<file path="config.mk">
export PLATFORM = sky130hd
export DESIGN_NAME = synth_prog_port
export DESIGN_NICKNAME = d
export VERILOG_FILES = /design/src/rtl/synth_prog_pkg.sv /design/src/rtl/pin_sync.sv /design/src/rtl/ser_shift.sv /design/src/rtl/synth_prog_port.sv
export SDC_FILE = /design/constraint.sdc
export NUM_CORES = 1
export LEC_CHECK = 0
export BUFFER_PORTS_ARGS = -buffer_cell sky130_fd_sc_hd__buf_2
export CORE_AREA = 2 2 88 90
export CTS_CLUSTER_SIZE = 16
export DETAILED_ROUTE_END_ITERATION = 12
export DIE_AREA = 0 0 90 92
export PLACE_DENSITY = 0.62
export SYNTH_ARGS = -nofsm -noshare
export SYNTH_HDL_FRONTEND = slang
export SYNTH_SLANG_ARGS = --single-unit
</file>
<file path="constraint.sdc">
create_clock -name clk -period 1.76 [get_ports clk]
set_clock_uncertainty 0.1 [all_clocks]
set_input_delay 0.528 -clock clk [delete_from_list [all_inputs] [get_ports clk]]
set_output_delay 0.528 -clock clk [all_outputs]
set_load 0.01 [all_outputs]
</file>
<file path="src/rtl/synth_prog_pkg.sv">
package synth_prog_pkg;
    typedef enum logic [1:0] {
        ST_IDLE   = 2'd0,
        ST_COMMIT = 2'd1,
        ST_HOLD   = 2'd2
    } port_state_t;
endpackage

</file>
<file path="src/rtl/pin_sync.sv">
module pin_sync #(
    parameter int STAGES = 2
) (
    input  logic clk,
    input  logic rst_n,
    input  logic pin,
    output logic level
);
    logic [STAGES-1:0] chain;

    generate
        if (STAGES == 1) begin : g_one
            always_ff @(posedge clk or negedge rst_n) begin
                if (!rst_n) chain <= '0;
                else        chain <= pin;
            end
        end else begin : g_many
            always_ff @(posedge clk or negedge rst_n) begin
                if (!rst_n) chain <= '0;
                else        chain <= {chain[STAGES-2:0], pin};
            end
        end
    endgenerate

    assign level = chain[STAGES-1];
endmodule

</file>
<file path="src/rtl/ser_shift.sv">
module ser_shift #(
    parameter int W = 19
) (
    input  logic         clk,
    input  logic         rst_n,
    input  logic         en,
    input  logic         din,
    output logic [W-1:0] q
);
    always_ff @(posedge clk or negedge rst_n) begin
        if (!rst_n)  q <= '0;
        else if (en) q <= {q[W-2:0], din};
    end
endmodule

</file>
<file path="src/rtl/synth_prog_port.sv">
module synth_prog_port
    import synth_prog_pkg::*;
#(
    parameter int REF_W       = 14,
    parameter int SWAL_W      = 7,
    parameter int MAIN_W      = 11,
    parameter int SYNC_STAGES = 2
) (
    input  logic              clk,
    input  logic              rst_n,
    input  logic              ser_data,
    input  logic              ser_clk,
    input  logic              ser_le,
    output logic [REF_W-1:0]  ref_ratio,
    output logic              presc_sel,
    output logic              pd_polarity,
    output logic              ld_sel,
    output logic              ref_valid,
    output logic [SWAL_W-1:0] swallow,
    output logic [MAIN_W-1:0] main_cnt,
    output logic              div_valid
);
    localparam int SR_W   = 1 + SWAL_W + MAIN_W;
    localparam int POS_SW = REF_W + 1;
    localparam int POS_FC = REF_W + 2;
    localparam int POS_LD = REF_W + 3;
    localparam int POS_N  = SWAL_W + 1;

    logic data_lvl, sclk_lvl, le_lvl;
    logic sclk_prev, le_prev;
    logic sclk_rise, le_rise;
    logic shift_en;
    logic [SR_W-1:0] sr_q;
    port_state_t st, st_nx;

    pin_sync #(.STAGES(SYNC_STAGES)) u_sync_data (.clk(clk), .rst_n(rst_n), .pin(ser_data), .level(data_lvl));
    pin_sync #(.STAGES(SYNC_STAGES)) u_sync_sclk (.clk(clk), .rst_n(rst_n), .pin(ser_clk),  .level(sclk_lvl));
    pin_sync #(.STAGES(SYNC_STAGES)) u_sync_le   (.clk(clk), .rst_n(rst_n), .pin(ser_le),   .level(le_lvl));

    always_ff @(posedge clk or negedge rst_n) begin
        if (!rst_n) begin
            sclk_prev <= 1'b0;
            le_prev   <= 1'b0;
        end else begin
            sclk_prev <= sclk_lvl;
            le_prev   <= le_lvl;
        end
    end

    assign sclk_rise = sclk_lvl & ~sclk_prev;
    assign le_rise   = le_lvl & ~le_prev;
    assign shift_en  = (st == ST_IDLE) && sclk_rise;

    ser_shift #(.W(SR_W)) u_shift (
        .clk  (clk),
        .rst_n(rst_n),
        .en   (shift_en),
        .din  (data_lvl),
        .q    (sr_q)
    );

    // state register
    always_ff @(posedge clk or negedge rst_n) begin
        if (!rst_n) st <= ST_IDLE;
        else        st <= st_nx;
    end

    always_comb begin
        st_nx = st;
        unique case (st)
            ST_IDLE:   if (le_rise) st_nx = ST_COMMIT;
            ST_COMMIT: st_nx = ST_HOLD;
            ST_HOLD:   if (!le_lvl) st_nx = ST_IDLE;
            default:   st_nx = ST_IDLE;
        endcase
    end

    // outputs: holding registers and strobes
    always_ff @(posedge clk or negedge rst_n) begin
        if (!rst_n) begin
            ref_ratio   <= '0;
            presc_sel   <= 1'b0;
            pd_polarity <= 1'b0;
            ld_sel      <= 1'b0;
            swallow     <= '0;
            main_cnt    <= '0;
            ref_valid   <= 1'b0;
            div_valid   <= 1'b0;
        end else begin
            ref_valid <= 1'b0;
            div_valid <= 1'b0;
            if (st == ST_COMMIT) begin
                if (sr_q[0]) begin
                    ref_ratio   <= sr_q[REF_W:1];
                    presc_sel   <= sr_q[POS_SW];
                    pd_polarity <= sr_q[POS_FC];
                    ld_sel      <= sr_q[POS_LD];
                    ref_valid   <= 1'b1;
                end else begin
                    swallow   <= sr_q[SWAL_W:1];
                    main_cnt  <= sr_q[SR_W-1:POS_N];
                    div_valid <= 1'b1;
                end
            end
        end
    end

    AST_VALID_EXCL: assert property (@(posedge clk) disable iff (!rst_n)
        !(ref_valid && div_valid));
    AST_REF_PULSE: assert property (@(posedge clk) disable iff (!rst_n)
        ref_valid |=> !ref_valid);
    AST_DIV_PULSE: assert property (@(posedge clk) disable iff (!rst_n)
        div_valid |=> !div_valid);
    AST_REF_HOLD: assert property (@(posedge clk) disable iff (!rst_n)
        !ref_valid |-> $stable({ref_ratio, presc_sel, pd_polarity, ld_sel}));
    AST_DIV_HOLD: assert property (@(posedge clk) disable iff (!rst_n)
        !div_valid |-> $stable({swallow, main_cnt}));
    AST_NO_SHIFT_BUSY: assert property (@(posedge clk) disable iff (!rst_n)
        (st != ST_IDLE) |=> $stable(sr_q));
    AST_REF_STEER: assert property (@(posedge clk) disable iff (!rst_n)
        ref_valid |-> $past(sr_q[0]));
    AST_DIV_STEER: assert property (@(posedge clk) disable iff (!rst_n)
        div_valid |-> !$past(sr_q[0]));
endmodule

</file>
==> impl_metrics.env <==
export IMPL_cts_buffers_inserted=9
export IMPL_crit_slowest_cell="dfrtp_1"
export IMPL_drv_slew=0
export IMPL_grt_pass1_wl_um=6660
export IMPL_cts_resized=0
export IMPL_clkTransAtPathRegs_ns=0.07
export IMPL_postSynthNetCount=138
export IMPL_power_density_nw_per_um2=1390
export IMPL_cpPeakStageDelay_ns=0.47
export IMPL_rsz0062_at_grt="false"
export IMPL_grt_overflow_total=0
export IMPL_synth_simple_gate_area_share_pct=2.58
export IMPL_cts_max_level=3
export IMPL_grt_max_degree=67
export IMPL_clock_path_buffers=2
export IMPL_synth_mux_area_share_pct=27.4
export IMPL_swShare_pct=26.9
export IMPL_antenna_found_initial=0
export IMPL_port_buffers=41
export IMPL_grt_pass1_vias=1267
export IMPL_pre_cts_ws_ns=0.148
export IMPL_wl_per_cell_um=13.1
export IMPL_post_cts_setup_buffer_count=0
export IMPL_ys_warn_count=0
export IMPL_finalHoldViolations=0
export IMPL_cp_required_ns=1.88
export IMPL_area_growth_pct=21.5
export IMPL_max_cap_violations=0
export IMPL_timing_fmax_mhz=623
export IMPL_synth_cell_types=13
export IMPL_floorplan_core_area_um2=7450
export IMPL_cp_cell_sequence="nor4b_4, buf_12, mux2_2"
export IMPL_synth_area_per_cell_um2=18.6
export IMPL_slew_headroom_pct=77.1
export IMPL_postSynthCellCount=133
export IMPL_wl_um=3800
export IMPL_setup_viol=0
export IMPL_fin_crit_ns=1.61
export IMPL_cts_root_buf="clkbuf_8"
export IMPL_ant_nets=0
export IMPL_drt_iter0_drc=46
export IMPL_die_h_um=92
export IMPL_diodes=0
export IMPL_min_path_type="in2async"
export IMPL_end_kind="flip-flop"
export IMPL_vias=1249
export IMPL_dp_hpwl_um=2470
export IMPL_criticalPathCategory="reg2reg"
export IMPL_critical_path_peak_fanout=19
export IMPL_pwr_share_seq_pct=50.8
export IMPL_worst_slew_pin_slew_ns=0.344
export IMPL_synth_compound_area_share_pct=0.202
export IMPL_nets=190
export IMPL_start_kind="flip-flop"
export IMPL_status="complete, no violations"
export IMPL_ir_drop_mv=0.514
export IMPL_intPower_w=0.00306
export IMPL_final_layout_size_suffix_gt1_share_pct=62.4
export IMPL_num_io_pins=42
export IMPL_hold_buffers=0
export IMPL_clock_latency_ns=0.33
export IMPL_via_per_inst=4.29
export IMPL_dr_pass1_iters=3
export IMPL_track_usage_pct=10.5
export IMPL_dieWidth_um=90
export IMPL_switchingPower_w=0.00113
export IMPL_gp_congestion=0.673
export IMPL_drc_errors=0
export IMPL_synth_top_family_by_area="multiplexers"
export IMPL_dieArea_um2=8280
export IMPL_synth_xor_area_share_pct=0
export IMPL_period_share_pct=91.2
export IMPL_synthTopCellsByArea="dfrtp_1 67%, mux2_2 16%, mux2_4 12%, buf_12 1.6%, buf_6 0.91%"
export IMPL_timing_final_ws_setup_ns=0.154
export IMPL_synth_fa_ha_area_share_pct=0
export IMPL_cts_sinks=66
export IMPL_p_comb_share_pct=20.3
export IMPL_ys_ff_latch=66
export IMPL_syn_area_um2=2480
export IMPL_arrival_ns=1.72
export IMPL_yosysSeqAreaShare_pct=66.7
export IMPL_pwr_share_clk_pct=28.9
export IMPL_yosysTopAreaCell="dfrtp_1"
export IMPL_initial_utilization_pct=33.3
export IMPL_fin_setup_tns_ns=0
export IMPL_synth_top_area_share_pct=66.7
export IMPL_rows=32
export IMPL_leakage_nw=1.55
export IMPL_cts_tree="built"
[final timing paths]
kind,slack (ns),cells past startpoint,start,to
max,0.15,3,st[1],u_shift.q[5]
min,0.10,2,rst_n,main_cnt[7]
max reg2reg,0.15,3,st[1],u_shift.q[5]
min reg2reg,0.25,0,u_sync_data.chain[0],u_sync_data.chain[1]
max in group asynchronous,1.17,2,rst_n,ref_ratio[0]
min in group clk,0.20,1,ser_clk,u_sync_sclk.chain[0]
[power groups by stage]
stage	combinational [W]	sequential (W)	clock [W]
floorplan	0.000471	0.00219	0
global placement	0.000846	0.00216	0
CTS	0.000869	0.00213	0.00126
detailed placement	0.000866	0.00216	0
global route	0.000922	0.00219	0.00133
finish	0.000851	0.00213	0.00121
[state kept, by name, summed over array words and instances (netlist names), 2 cells and up]
| signal | cells |
|---|---|
| u_shift.q | 19 |
| u_sync_data.chain | 2 |
| u_sync_le.chain | 2 |
| swallow | 7 |
| ref_ratio | 14 |
| main_cnt | 11 |
| st | 2 |
| u_sync_sclk.chain | 2 |
[through the flow]
stage / std cells / power (W) / hold slack [ns] / instance area (um^2) / utilization (%)
3_3_place_gp: 276 / 0.00301 / 0.234 / 2820 / 37.8
3_5_place_dp: 276 / 0.00303 / 0.236 / 2820 / 37.8
6_report: 291 / 0.00419 / 0.100 / 3010 / 40.4
2_1_floorplan: 133 / 0.00266 / 0.132 / 2480 / -
5_1_grt: 291 / 0.00445 / 0.120 / 3010 / 40.4
4_1_cts: 291 / 0.00427 / 0.112 / 3010 / 40.4
[worst max-delay path, delay by kind of cell (launching register included)]
family        cells  cell delay (ns)
simple gates      1             0.35
buf+inv           1             0.22
flops             1             0.47
mux               1             0.35
[area by class of cell]
cell class                      instances  area, um^2
Inverter                                2        7.51
Sequential cell                        66        1650
Clock inverter                          5        55.1
Timing Repair Buffer                   46         268
Multi-Input combinational cell         60         763
Fill cell                             710        4440
Clock buffer                           10         138
Tap cell                              102         128
[layout by cell type (no fill, tap or decap)]
cell type   instances
clkinvlp_4          2
mux2_2             35
inv_1               2
clkinv_2            2
nor3b_4             1
nand3b_1            1
dfrtp_1            66
bufinv_16           1
o21ai_0             1
nor4b_4             1
nor4b_1             1
buf_4               3
buf_2              41
mux2_4             19
clkbuf_8           10
nand3b_4            1
buf_12              2
[synth_stat cells]
| cell | count |
|---|---|
| dfrtp_1 | 66 |
| mux2_2 | 35 |
| nor3b_2 | 1 |
| inv_1 | 2 |
| nand3b_4 | 1 |
| mux2_4 | 19 |
| nor4b_2 | 1 |
| o21ai_0 | 1 |
| buf_12 | 2 |
| buf_6 | 2 |
| nand3b_1 | 1 |
| nor4b_1 | 1 |
| buf_4 | 1 |
[metal layers]
metal  vias up  part of all wire, %  GRT usage [%]
li1        575                    -              -
met3         5                  6.2           4.85
met5         -                    0              0
met1       633                   49           14.6
met4         0                  1.6           3.85
met2        36                   43           14.2
[cell families after synthesis]
kind of cell,count (synthesis)
AOI/OAI and AO/OA,1
buffers and inverters,7
DFF,66
muxes,54
and+or+nand+nor,5
Note: power is estimated with default switching activity, not from simulation.
